<file path="src/rtl/wdt2_pkg.sv">
package wdt2_pkg;
  localparam int ADDR_W = 3;

  localparam logic [ADDR_W-1:0] A_PRE1 = 3'd0;
  localparam logic [ADDR_W-1:0] A_PRE2 = 3'd1;
  localparam logic [ADDR_W-1:0] A_KICK = 3'd2;
  localparam logic [ADDR_W-1:0] A_CTRL = 3'd3;
  localparam logic [ADDR_W-1:0] A_CFG  = 3'd4;
  localparam logic [ADDR_W-1:0] A_LIVE = 3'd5;

  localparam logic [7:0] KEY_FIRST  = 8'h80;
  localparam logic [7:0] KEY_SECOND = 8'h86;

  typedef enum logic [1:0] {K_SHUT, K_HALF, K_OPEN} key_st_e;
  typedef enum logic [2:0] {C_IDLE, C_STG1, C_STG2, C_PULSE, C_HALT} cd_st_e;
endpackage

</file>
<file path="src/rtl/wdt2_keygate.sv">
module wdt2_keygate
  import wdt2_pkg::*;
#(
  parameter int DW = 32
) (
  input  logic              clk,
  input  logic              rst_n,
  input  logic              wr_i,
  input  logic [ADDR_W-1:0] addr_i,
  input  logic [DW-1:0]     wdata_i,
  output logic              open_o
);
  localparam logic [DW-1:0] K1 = DW'(KEY_FIRST);
  localparam logic [DW-1:0] K2 = DW'(KEY_SECOND);

  key_st_e st_q;
  logic    hit1, hit2;

  assign hit1 = (addr_i == A_KICK) && (wdata_i == K1);
  assign hit2 = (addr_i == A_KICK) && (wdata_i == K2);

  always_ff @(posedge clk or negedge rst_n) begin
    if (!rst_n) begin
      st_q <= K_SHUT;
    end else if (wr_i) begin
      case (st_q)
        K_SHUT:  if (hit1) st_q <= K_HALF;
        K_HALF:  st_q <= hit2 ? K_OPEN : K_SHUT;
        default: st_q <= K_SHUT;
      endcase
    end
  end

  assign open_o = (st_q == K_OPEN);


  open_once_chk: assert property (@(posedge clk) disable iff (!rst_n)
    (open_o && wr_i) |=> !open_o);


  key_open_chk: assert property (@(posedge clk) disable iff (!rst_n)
    $rose(open_o) |-> $past(wr_i && hit2));
endmodule

</file>
<file path="src/rtl/wdt2_prescaler.sv">
module wdt2_prescaler #(
  parameter int SLOW_LOG = 15,
  parameter int FAST_LOG = 5
) (
  input  logic clk,
  input  logic rst_n,
  input  logic run_i,
  input  logic clear_i,
  input  logic fast_i,
  output logic tick_o
);
  logic [SLOW_LOG-1:0] div_q;
  logic                fast_wrap, slow_wrap;

  always_ff @(posedge clk or negedge rst_n) begin
    if (!rst_n)                div_q <= '0;
    else if (!run_i || clear_i) div_q <= '0;
    else                       div_q <= div_q + 1'b1;
  end

  assign fast_wrap = &div_q[FAST_LOG-1:0];
  assign slow_wrap = &div_q;
  assign tick_o    = run_i && (fast_i ? fast_wrap : slow_wrap);


  tick_gap_chk: assert property (@(posedge clk) disable iff (!rst_n)
    tick_o |=> !tick_o);
endmodule

</file>
<file path="src/rtl/wdt2_countdown.sv">
module wdt2_countdown
  import wdt2_pkg::*;
#(
  parameter int CNT_W     = 20,
  parameter int RST_PULSE = 8
) (
  input  logic             clk,
  input  logic             rst_n,
  input  logic             enable_i,
  input  logic             timer_mode_i,
  input  logic             irq_en_i,
  input  logic             rst_en_i,
  input  logic             reload_i,
  input  logic             tick_i,
  input  logic [CNT_W-1:0] pre1_i,
  input  logic [CNT_W-1:0] pre2_i,
  output logic [CNT_W-1:0] count_o,
  output logic             run_o,
  output logic             restart_o,
  output logic             irq_o,
  output logic             rst_req_o,
  output logic             expire2_o
);
  localparam int PW = $clog2(RST_PULSE + 1);

  cd_st_e           st_q;
  logic [CNT_W-1:0] cnt_q;
  logic [PW-1:0]    pcnt_q;
  logic             en_prev_q, irq_q, rst_q;
  logic             start, kick, last, expire1;

  assign start     = enable_i && !en_prev_q;
  assign run_o     = (st_q == C_STG1) || (st_q == C_STG2);
  assign kick      = reload_i && run_o;
  assign last      = tick_i && (cnt_q <= CNT_W'(1));
  assign expire1   = enable_i && !start && !kick && (st_q == C_STG1) && last;
  assign expire2_o = enable_i && !start && !kick && (st_q == C_STG2) && last;
  assign restart_o = start || kick;

  always_ff @(posedge clk or negedge rst_n) begin
    if (!rst_n) begin
      st_q      <= C_IDLE;
      cnt_q     <= '0;
      pcnt_q    <= '0;
      en_prev_q <= 1'b0;
      irq_q     <= 1'b0;
      rst_q     <= 1'b0;
    end else begin
      en_prev_q <= enable_i;
      irq_q     <= expire1 && irq_en_i;
      if (!enable_i) begin
        st_q   <= C_IDLE;
        cnt_q  <= '0;
        pcnt_q <= '0;
        rst_q  <= 1'b0;
      end else if (start || kick) begin
        st_q  <= C_STG1;
        cnt_q <= pre1_i;
      end else begin
        case (st_q)
          C_STG1: if (tick_i) begin
            if (last) begin
              cnt_q <= timer_mode_i ? pre1_i : pre2_i;
              if (!timer_mode_i) st_q <= C_STG2;
            end else begin
              cnt_q <= cnt_q - 1'b1;
            end
          end
          C_STG2: if (tick_i) begin
            if (last) begin
              cnt_q <= '0;
              if (rst_en_i) begin
                st_q   <= C_PULSE;
                rst_q  <= 1'b1;
                pcnt_q <= PW'(RST_PULSE - 1);
              end else begin
                st_q <= C_HALT;
              end
            end else begin
              cnt_q <= cnt_q - 1'b1;
            end
          end
          C_PULSE: begin
            if (pcnt_q == '0) begin
              st_q  <= C_HALT;
              rst_q <= 1'b0;
            end else begin
              pcnt_q <= pcnt_q - 1'b1;
            end
          end
          default: ;
        endcase
      end
    end
  end

  assign count_o   = cnt_q;
  assign irq_o     = irq_q;
  assign rst_req_o = rst_q;


  reload_chk: assert property (@(posedge clk) disable iff (!rst_n)
    (kick && enable_i) |=> (count_o == $past(pre1_i)));


  pulse_idle_chk: assert property (@(posedge clk) disable iff (!rst_n)
    rst_req_o |-> (count_o == '0));
endmodule

</file>
<file path="src/rtl/wdt2_watchdog.sv">
module wdt2_watchdog
  import wdt2_pkg::*;
#(
  parameter int DATA_W    = 32,
  parameter int CNT_W     = 20,
  parameter int SLOW_LOG  = 15,
  parameter int FAST_LOG  = 5,
  parameter int RST_PULSE = 8
) (
  input  logic              clk,
  input  logic              rst_n,
  input  logic [ADDR_W-1:0] bus_addr,
  input  logic              bus_wr,
  input  logic              bus_rd,
  input  logic [DATA_W-1:0] bus_wdata,
  output logic [DATA_W-1:0] bus_rdata,
  output logic              irq_o,
  output logic              rst_req_o
);
  localparam int B_LOCK  = 0;
  localparam int B_EN    = 1;
  localparam int B_MODE  = 2;
  localparam int B_RATE  = 2;
  localparam int B_RSTEN = 5;
  localparam int B_KICK  = 8;
  localparam int B_FLAG  = 9;

  logic [CNT_W-1:0]  pre1_q, pre2_q, live;
  logic              lock_q, en_q, mode_q, fast_q, rsten_q, flag_q;
  logic [1:0]        irqt_q;
  logic              key_open, keyed_wr, kick_wr;
  logic              run, restart, tick, expire2;
  logic [DATA_W-1:0] rd_mux;

  wdt2_keygate #(.DW(DATA_W)) u_key (
    .clk(clk), .rst_n(rst_n), .wr_i(bus_wr), .addr_i(bus_addr),
    .wdata_i(bus_wdata), .open_o(key_open)
  );

  assign keyed_wr = bus_wr && key_open;
  assign kick_wr  = keyed_wr && (bus_addr == A_KICK) && bus_wdata[B_KICK];

  wdt2_prescaler #(.SLOW_LOG(SLOW_LOG), .FAST_LOG(FAST_LOG)) u_div (
    .clk(clk), .rst_n(rst_n), .run_i(run), .clear_i(restart),
    .fast_i(fast_q), .tick_o(tick)
  );

  wdt2_countdown #(.CNT_W(CNT_W), .RST_PULSE(RST_PULSE)) u_cnt (
    .clk(clk), .rst_n(rst_n), .enable_i(en_q), .timer_mode_i(mode_q),
    .irq_en_i(irqt_q != 2'b11), .rst_en_i(rsten_q), .reload_i(kick_wr),
    .tick_i(tick), .pre1_i(pre1_q), .pre2_i(pre2_q), .count_o(live),
    .run_o(run), .restart_o(restart), .irq_o(irq_o),
    .rst_req_o(rst_req_o), .expire2_o(expire2)
  );

  always_ff @(posedge clk or negedge rst_n) begin
    if (!rst_n) begin
      pre1_q  <= '0;
      pre2_q  <= '0;
      lock_q  <= 1'b0;
      en_q    <= 1'b0;
      mode_q  <= 1'b0;
      fast_q  <= 1'b0;
      rsten_q <= 1'b0;
      irqt_q  <= 2'b00;
      flag_q  <= 1'b0;
    end else begin
      if (keyed_wr && bus_addr == A_PRE1) pre1_q <= bus_wdata[CNT_W-1:0];
      if (keyed_wr && bus_addr == A_PRE2) pre2_q <= bus_wdata[CNT_W-1:0];
      if (bus_wr && bus_addr == A_CTRL) begin
        lock_q <= lock_q | bus_wdata[B_LOCK];
        en_q   <= bus_wdata[B_EN] | (lock_q & en_q);
        mode_q <= bus_wdata[B_MODE];
      end
      if (bus_wr && bus_addr == A_CFG) begin
        irqt_q  <= bus_wdata[1:0];
        fast_q  <= bus_wdata[B_RATE];
        rsten_q <= bus_wdata[B_RSTEN];
      end
      if (expire2) flag_q <= 1'b1;
      else if (keyed_wr && bus_addr == A_KICK && bus_wdata[B_FLAG]) flag_q <= 1'b0;
    end
  end

  always_comb begin
    rd_mux = '0;
    case (bus_addr)
      A_PRE1: rd_mux = DATA_W'(pre1_q);
      A_PRE2: rd_mux = DATA_W'(pre2_q);
      A_KICK: rd_mux[B_FLAG] = flag_q;
      A_CTRL: begin
        rd_mux[B_LOCK] = lock_q;
        rd_mux[B_EN]   = en_q;
        rd_mux[B_MODE] = mode_q;
      end
      A_CFG: begin
        rd_mux[1:0]     = irqt_q;
        rd_mux[B_RATE]  = fast_q;
        rd_mux[B_RSTEN] = rsten_q;
      end
      A_LIVE: rd_mux = DATA_W'(live);
      default: ;
    endcase
  end

  assign bus_rdata = bus_rd ? rd_mux : '0;


  lock_hold_chk: assert property (@(posedge clk) disable iff (!rst_n)
    (lock_q && en_q) |=> (lock_q && en_q));


  flag_with_rst_chk: assert property (@(posedge clk) disable iff (!rst_n)
    $rose(rst_req_o) |-> flag_q);
endmodule

</file>
<file path="config.mk">
export PLATFORM = sky130hd
export DESIGN_NAME = wdt2_watchdog
export DESIGN_NICKNAME = d
export VERILOG_FILES = /design/src/rtl/wdt2_pkg.sv /design/src/rtl/wdt2_keygate.sv /design/src/rtl/wdt2_prescaler.sv /design/src/rtl/wdt2_countdown.sv /design/src/rtl/wdt2_watchdog.sv
export SDC_FILE = /design/constraint.sdc
export NUM_CORES = 1
export LEC_CHECK = 0
export BUFFER_PORTS_ARGS = -buffer_cell sky130_fd_sc_hd__buf_2
export CAP_MARGIN = 20
export CORE_AREA = 10 10 115 221
export CTS_BUF_LIST = sky130_fd_sc_hd__clkbuf_4 sky130_fd_sc_hd__clkbuf_8 sky130_fd_sc_hd__clkbuf_16
export CTS_CLUSTER_DIAMETER = 200
export CTS_CLUSTER_SIZE = 14
export DETAILED_ROUTE_END_ITERATION = 12
export DIE_AREA = 0 0 125 231
export GPL_TIMING_DRIVEN = 0
export PLACE_DENSITY = 0.46
export SLEW_MARGIN = 40
export SYNTH_ARGS = -nofsm -noshare
export SYNTH_HDL_FRONTEND = slang
export SYNTH_HIERARCHICAL = 1
export SYNTH_SLANG_ARGS = --single-unit
</file>
<file path="constraint.sdc">
create_clock -name clk -period 3.9 [get_ports clk]
set_clock_uncertainty 0.15 [all_clocks]
set_input_delay 0 -clock clk [delete_from_list [all_inputs] [get_ports clk]]
set_output_delay 0 -clock clk [all_outputs]
set_load 0.02 [all_outputs]
</file>
==> flow_summary.json, run 1 <==
{
  "h-tree-depth": 3,
  "grt_pass1_vias": 5671,
  "cts_tree": "built",
  "ir_worst_vdd_uv": 262,
  "syn_to_final_growth_pct": 21.3,
  "cts_buffer_depth": 2,
  "yosys.area.top_type": "dfrtp_1",
  "grt_pass1_wl_mm": 34.1,
  "hold_viol": 13,
  "diodes": 0,
  "violations": "hold timing",
  "core_sq_um": 22000,
  "cp_data_arrival_time_ps": 3350,
  "grtUsageTotal_pct": 15.2,
  "hold_class": "in2async",
  "nNetsFinal": 795,
  "netlist_top_cells_count": "dfrtp_1, a21oi_1, nand2_1, mux2i_1, nor2_1",
  "critical_path.startpoint_type": "flip-flop",
  "drt_first_pass_iters": 6,
  "grt_setup_unrepaired": "false",
  "root_buffer": "clkbuf_16",
  "pwr-share-seq_pct": 34.8,
  "syn_inst": 644,
  "die_h_um": 231,
  "place.gp.congestion": 0.846,
  "p_int_mw": 2.19,
  "start_util_pct": 28.3,
  "ios": 73,
  "synth_seq_area_share_pct": 38.2,
  "syn_area_per_cell_sq_um": 9.66,
  "slew_violations": 0,
  "power.switching_mw": 1.38,
  "status": "complete, but fails checks",
  "clk_pin_slew_worst_paths_ps": 70,
  "worst_pin_slew_ps": 840,
  "fmax_mhz": 309,
  "setup_viol": 0,
  "grt_start_max_net_pins": 49,
  "die_w_um": 125,
  "cp_max_fo": 10,
  "cts.sink_count": 95,
  "p_comb_share_pct": 36.7,
  "min_period_ps": 3240,
  "synth-async-reset-ratio_pct": 100,
  "antenna_found_initial": 0,
  "synth_seq_cells": 95,
  "die-area_sq_um": 28900,
  "drive_gt1_share_pct": 26.9,
  "gr-total-overflow": 0,
  "clkPwrFrac_pct": 28.6,
  "yosys_warnings": 6,
  "numPortBuffers": 60,
  "rows": 77,
  "hpwlAfterDp_mm": 16.8,
  "power_density_nw_per_um2": 473,
  "cp-end-kind": "flip-flop",
  "cts_resized": 0,
  "post_drt_via_cell_ratio": 5.23,
  "synth-edff-count": 0,
  "post_drt_wl_per_cell_um": 21.5,
  "cts_buffers": 9,
  "synth_area_sq_um": 6220,
  "netlist.area_leader.share_pct": 38.2,
  "ys_types": 75,
  "drc": 0,
  "fillers": 2356,
  "cp.required_ps": 4010,
  "synth_ff_type": "dfrtp_1",
  "wirelength_mm": 22.2,
  "fin_util_pct": 34.4,
  "ant_nets": 0,
  "slew_headroom_pct": 44.0,
  "period_share_pct": 83.0,
  "drv_cap": 0,
  "critPathKind": "reg2reg",
  "synthTopCellsByArea": "dfrtp_1, mux2i_1, a21oi_1",
  "swShare_pct": 38.6,
  "whs_ps": -7.56,
  "p_leak_nw": 3.35,
  "finalSetupTns_ps": 0,
  "synth_most_common_cell": "dfrtp_1",
  "via_count": 5400,
  "drt_iter0_markers": 267,
  "worstSkewPairLatency_ps": 370
}
-- state kept, by name, summed over array words and instances, names as in the netlist, 2 cells and up --
name / count
pre2_q: 20
u_div/div_q: 15
irqt_q: 2
pre1_q: 20
u_cnt/count_o: 20
u_cnt/pcnt_q: 4
u_cnt/st_q: 3
u_key/st_q: 2
-- routing by layer --
layer	wire, um	track usage, %
met5	0	0
met2	12700	29.9
met3	748	3.17
met4	733	6.58
met1	8070	14.7
-- placed cells by master (no fill, tap or decap), drive strengths merged, types with 3 or more instances in the layout --
| master | count |
|---|---|
| a31oi | 3 |
| or3 | 11 |
| ha | 4 |
| a211oi | 8 |
| dlygate4sd3 | 25 |
| nand3 | 11 |
| a21oi | 62 |
| clkbuf | 32 |
| dfrtp | 95 |
| conb | 12 |
| buf | 94 |
| nand4 | 8 |
| o21ai | 27 |
| a22o | 5 |
| and3 | 5 |
| o41ai | 3 |
| inv | 14 |
| o31ai | 14 |
| mux2i | 41 |
| xnor2 | 12 |
| nand2b | 10 |
| a21o | 4 |
| nor3 | 24 |
| or2 | 15 |
| nor2b | 7 |
| xor2 | 6 |
| or4 | 11 |
| nand3b | 4 |
| nand2 | 52 |
| nor2 | 35 |
| mux2 | 46 |
| nor4b | 3 |
| nor4 | 14 |
-- critical path: stages, from the launching register on --
cell	delay (ps)
dfrtp_1	390
buf_6	140
or4_4	540
or4b_4	560
nor3_1	330
clkbuf_1	560
o21ai_0	230
a22o_1	220
-- metrics by stage --
stage,setup WS (ps),std cells,power [mW],hold WS [ps],instance area [sq um]
CTS,680,1033,3.58,9.12,7540
global placement,678,991,2.52,113,6910
finish,662,1033,3.57,-7.56,7550
global route,444,1033,3.76,16.9,7550
floorplan,1110,655,2.10,-446,6260
detailed placement,699,992,2.53,-207,6960
-- area by class of cell --
type                       instances  area, sq um  area share [%]
buffer                            54          322            4.26
tap                              276          345            4.58
clock buffer                      11          253            3.35
sequential                        95         2380            31.5
inverter                          14         52.6           0.696
timing repair buffer              86          588            7.79
clock inverter                     5         80.1            1.06
multi-input combinational        492         3530            46.8
-- logic make-up after synthesis --
logic type                 after synthesis  share of synthesized area (%)
and+or+nand+nor                        223                           20.6
xor gates and xnor gates                18                           2.53
AOI/OAI and AO/OA                      147                           15.4
DFF                                     95                           38.2
other                                    1                         0.0603
muxes                                   88                           16.5
adders and majority gates                4                          0.804
buffers and inverters                   68                           5.97
-- path summary, 6_finish.rpt --
check,from,endpoint,slack [ps],depth (start not counted)
max,u_cnt/count_o[2],u_cnt/count_o[9],660,7
min,rst_n,pre1_q[0],-8,2
max reg2reg,u_cnt/count_o[2],u_cnt/count_o[9],660,7
min reg2reg,lock_q,lock_q,330,1
max in group asynchronous,rst_n,u_cnt/count_o[13],3000,3
min in group clk,bus_addr[2],lock_q,140,3
-- power groups by stage --
| stage | Sequential, mW | Combinational [mW] | Clock (mW) |
|---|---|---|---|
| 6_report | 1.24 | 1.31 | 1.02 |
| 5_1_grt | 1.26 | 1.42 | 1.08 |
| 4_1_cts | 1.24 | 1.30 | 1.05 |
| 3_5_place_dp | 1.26 | 1.27 | 0 |
| 3_3_place_gp | 1.26 | 1.27 | 0 |
| 2_1_floorplan | 1.20 | 0.904 | 0 |
-- repair_timing --
action                     4_1_cts  5_1_grt
hold endpoints to repair       145        0
hold buffers                    25        0
setup buffers                    0        0
setup endpoints to repair        0        0
Power figures use the tool's default switching activity.
==> inputs of run 2 (changes only) <==
Settings changed: ABC_AREA set to 1, CORE_AREA 10 10 115 221 to 10 10 120 230, DIE_AREA 0 0 125 231 to 0 0 130 240, PLACE_DENSITY 0.46 to 0.47.
Clock period 3.9 ns to 2.8 ns, I/O delays scaled along.
==> flow_summary.json, run 2 <==
{
  "ios": 73,
  "final_common_cell": "nand2_1",
  "netlist_top_cells_count": "nand2_1, nor2_1, inv_1, dfrtp_1, nand3_1",
  "cts_buffer_depth": 2,
  "place.gp.congestion": 0.926,
  "ys_types": 41,
  "yosys_warnings": 6,
  "finalSetupTns_ps": 0,
  "root_buffer": "clkbuf_16",
  "grt_pass1_vias": 6857,
  "wirelength_mm": 24.5,
  "placed_cells": 1391,
  "cp-end-kind": "flip-flop",
  "cts_tree": "built",
  "setup_viol": 0,
  "grt_pass1_wl_mm": 37.5,
  "synth-edff-count": 0,
  "drt_iter0_markers": 294,
  "worst_pin_slew_ps": 647,
  "drc": 0,
  "dpl-instance-area_sq_um": 7520,
  "min_period_ps": 2620,
  "cts_buffers": 9,
  "period_share_pct": 93.4,
  "hold_viol": 2,
  "diodes": 0,
  "status": "complete, but fails checks",
  "slew_violations": 0,
  "hold_class": "in2reg",
  "syn_area_per_cell_sq_um": 6.57,
  "synth_seq_cells": 95,
  "report.power.total_mw": 5.64,
  "rows": 80,
  "post_drt_via_cell_ratio": 4.68,
  "cp.required_ps": 2960,
  "die-area_sq_um": 31200,
  "synth_most_common_cell": "nand2_1",
  "clk_pin_slew_worst_paths_ps": 80,
  "drt_first_pass_iters": 5,
  "instances_no_fill": 1447,
  "core_sq_um": 23800,
  "grt_start_max_net_pins": 52,
  "whs_ps": -59.3,
  "synth-async-reset-ratio_pct": 100,
  "critPathKind": "reg2reg",
  "power_density_nw_per_um2": 681,
  "synthTopCellsByArea": "dfrtp_1, nand2_1, nor2_1",
  "h-tree-depth": 3,
  "cp_data_arrival_time_ps": 2780,
  "cp_max_fo": 10,
  "post_drt_wl_per_cell_um": 16.9,
  "ant_nets": 0,
  "cts.sink_count": 95,
  "die_h_um": 240,
  "p_leak_nw": 4.17,
  "slew_headroom_pct": 56.8,
  "drv_cap": 0,
  "numPortBuffers": 60,
  "gr-total-overflow": 0,
  "pre_cts_ws_ps": -354,
  "fillers": 2679,
  "grtUsageTotal_pct": 15.8,
  "die_w_um": 130,
  "ir_worst_vdd_uv": 326,
  "synth_seq_area_share_pct": 35.1,
  "drive_gt1_share_pct": 18.1,
  "via_count": 6777,
  "syn_inst": 1032,
  "final_cell_mix": "nand2_1, nor2_1, inv_1",
  "fin_util_pct": 34.8,
  "start_util_pct": 28.5,
  "synth_area_sq_um": 6780,
  "violations": "hold timing",
  "syn_to_final_growth_pct": 22.2,
  "fin_ws_ps": 184,
  "hpwlAfterDp_mm": 19.6,
  "fin_area_sq_um": 8280,
  "worstSkewPairLatency_ps": 380,
  "netlist.area_leader.share_pct": 35.1,
  "nNetsFinal": 1198,
  "antenna_found_initial": 0,
  "fmax_mhz": 382,
  "yosys.area.top_type": "dfrtp_1",
  "synth_ff_type": "dfrtp_1",
  "critical_path.startpoint_type": "flip-flop"
}
run 2: cell types whose count changed after synthesis, sizes merged, moves of 25 or more:
cell | previous run | this run
nand2 | 52 | 323
nand4 | 8 | 33
nand3 | 11 | 84
o21ai | 27 | 71
inv | 14 | 107
nor2 | 35 | 193
a21oi | 62 | 35
mux2i | 41 | 0
mux2 | 46 | 0
run 2: path summary, 6_finish.rpt:
kind / startpoint / endpoint / slack [ps] / cells past startpoint
setup / recovery: u_div/div_q[0] / u_cnt/count_o[16] / 180 / 18
min in group asynchronous: rst_n / u_cnt/count_o[18] / 460 / 3
setup reg to reg: u_div/div_q[0] / u_cnt/count_o[16] / 180 / 18
max in group asynchronous: rst_n / pre2_q[15] / 1560 / 4
hold reg to reg: en_q / u_cnt/en_prev_q / 300 / 0
hold / removal: bus_wdata[30] / u_key/st_q[1] / -60 / 8
run 2: cell type report:
type	instances	area (sq um)	share of cell area, %
buffer	52	382	4.61
clock buffer	9	225	2.72
clock inverter	7	72.6	0.876
inverter	108	409	4.94
multi-input combinational	789	3710	44.8
sequential	95	2380	28.7
tap	287	359	4.33
timing repair buffer	100	746	9.00
run 2: power breakdown:
part           internal, mW  switching, mW
Combinational         0.860           1.74
Clock                 0.631          0.635
Sequential             1.54          0.236
run 2: kinds of logic (layout without fill, tap and decap cells):
kind of cell	Yosys count	in the layout	share of synthesized area, %
AOI/OAI and AO/OA	116	116	10.4
xor gates and xnor gates	5	5	0.646
adders and majority gates	4	4	0.738
buffers and inverters	160	276	11.4
DFF	95	95	35.1
other	1	12	0.0553
and+or+nand+nor	651	652	41.6
run 2: critical path, cell delays in order, from the launching register on:
cell,delay (ps)
dfrtp_1,380
ha_2,230
nand3_2,110
inv_4,110
nand2_4,70
nor2_2,90
nor2_1,70
nor2_4,200
nand2_1,80
nor2_1,110
nand2_1,100
nor2_4,140
nand2_4,130
nor2_4,150
buf_6,170
nand2_1,70
nand3_1,70
nand2_1,60
nand2_1,50
run 2: per-layer routing:
layer	track usage, %	vias up	routed length (um)	part of all wire [%]
met1	15.4	3076	8880	36
met4	7.74	0	1010	4.1
li1	-	3504	-	-
met3	2.43	46	743	3.0
met5	0	-	0	0
met2	30.8	151	13800	57
run 2: timing repair:
action | 4_1_cts | 5_1_grt
hold endpoints to repair | 145 | 0
resized for setup | 4 | 11
hold buffers | 33 | 0
endpoints found under the setup margin | 30 | 28
cloned | 0 | 2
pin swaps | 3 | 5
setup buffers | 2 | 4
==> inputs of run 3 (changes only) <==
Settings changed: CTS_BUF_LIST sky130_fd_sc_hd__clkbuf_4 sky130_fd_sc_hd__clkbuf_8 sky130_fd_sc_hd__clkbuf_16 to not set, HOLD_SLACK_MARGIN set to 0.08.
==> flow_summary.json, run 3 (same netlist as run 2, synthesis figures left out) <==
{
  "slew_headroom_pct": 57.6,
  "cts_buffer_depth": 2,
  "report.power.total_mw": 5.65,
  "grtUsageTotal_pct": 15.8,
  "critPathKind": "reg2reg",
  "drive_gt1_share_pct": 17.9,
  "slowest_delay_ps": 380,
  "via_count": 6788,
  "numPortBuffers": 60,
  "cp.required_ps": 2960,
  "cp-end-kind": "flip-flop",
  "grt_pass1_vias": 6925,
  "power_density_nw_per_um2": 673,
  "crit_top_cell": "nand2_1",
  "finalSetupTns_ps": 0,
  "ios": 73,
  "min_period_ps": 2620,
  "core_sq_um": 23800,
  "die_h_um": 240,
  "cp_data_arrival_time_ps": 2780,
  "drc": 0,
  "die-area_sq_um": 31200,
  "worstSkewPairLatency_ps": 370,
  "setup_viol": 0,
  "cts.sink_count": 95,
  "clk_pin_slew_worst_paths_ps": 80,
  "cpMaxStageDelayCell": "dfrtp_1",
  "p_leak_nw": 4.21,
  "instances_no_fill": 1458,
  "critical_path.startpoint_type": "flip-flop",
  "placed_cells": 1391,
  "die_w_um": 130,
  "post_drt_via_cell_ratio": 4.66,
  "final_cell_mix": "nand2_1, nor2_1, inv_1",
  "worst_pin_slew_ps": 636,
  "drv_cap": 0,
  "rows": 80,
  "ant_nets": 0,
  "cts_tree": "built",
  "hpwlAfterDp_mm": 19.6,
  "final_common_cell": "nand2_1",
  "ir_worst_vdd_uv": 323,
  "start_util_pct": 28.5,
  "dpl-instance-area_sq_um": 7520,
  "cp_max_fo": 10,
  "antenna_found_initial": 0,
  "fmax_mhz": 382,
  "drt_iter0_markers": 270,
  "period_share_pct": 93.6,
  "cp_cell_sequence": "ha_2 -> nand3_2 -> inv_4 -> nand2_4 -> nor2_2 -> nor2_1 -> nor2_4 -> nand2_1 -> nor2_1 -> nand2_1 -> nor2_4 -> nand2_4 -> nor2_4 -> buf_6 -> nand2_1 -> nand3_1 -> nand2_1 -> nand2_1",
  "fin_area_sq_um": 8390,
  "slew_violations": 0,
  "status": "completed",
  "root_buffer": "clkbuf_16",
  "gr-total-overflow": 0,
  "place.gp.congestion": 0.926,
  "syn_to_final_growth_pct": 23.9,
  "h-tree-depth": 3,
  "wirelength_mm": 24.4,
  "grt_pass1_wl_mm": 37.5,
  "hold_class": "in2out",
  "drt_first_pass_iters": 5,
  "nNetsFinal": 1209,
  "hold_viol": 0,
  "grt_start_max_net_pins": 52,
  "post_drt_wl_per_cell_um": 16.7,
  "diodes": 0,
  "cts_buffers": 9
}
-- run 3: cell type report --
type                       instances  area [sq um]
buffer                            52           382
multi-input combinational        789          3710
timing repair buffer             111           856
sequential                        95          2380
clock buffer                       9           225
tap                              287           359
fill                            2667         15400
clock inverter                     7          72.6
inverter                         108           409
-- run 3: power by group --
group          total [mW]  internal, mW  switching (mW)
clock network        1.27         0.631           0.635
logic                2.60         0.867            1.73
registers            1.78          1.54           0.238
-- run 3: worst max-delay path, delay by kind of cell (launching register included) --
kind                       cells  cell delay [ps]
adders and majority gates      1              230
buffers and inverters          2              280
DFF                            1              380
and+or+nand+nor               15             1510
-- run 3: per-layer routing --
| layer | global-route usage [%] | vias to the layer above | part of all wire, % |
|---|---|---|---|
| li1 | - | 3522 | - |
| met1 | 15.3 | 3081 | 36 |
| met2 | 30.8 | 139 | 57 |
| met3 | 2.36 | 46 | 2.8 |
| met4 | 7.74 | 0 | 4.2 |
| met5 | 0 | - | 0 |
-- run 3: worst paths after layout --
path                                      from                 to  slack (ps)  cells past startpoint
worst min-delay path                    bus_rd      bus_rdata[13]         280                      4
min in group asynchronous                rst_n     u_div/div_q[6]         580                      4
worst max-delay path            u_div/div_q[0]  u_cnt/count_o[16]         180                     18
worst max register to register  u_div/div_q[0]  u_cnt/count_o[16]         180                     18
max in group asynchronous                rst_n         pre2_q[17]        1650                      4
worst min register to register            en_q    u_cnt/en_prev_q         300                      0
-- run 3: timing repair --
item,in CTS,in global routing
hold buffers,44,0
pin swaps,3,4
endpoints found under the hold margin,145,0
gates cloned,0,2
setup endpoints to repair,30,28
buffers inserted,2,4
gates resized for setup,4,10
-- run 3: per-stage QoR --
step	hold WS [ps]	setup WS, ps	util (%)
finish	281	180	35.2
global route	303	-35.1	35.2
CTS	283	18.0	34.8
detailed placement	-218	-354	31.5
global placement	145	-366	31.4
floorplan	-446	551	-
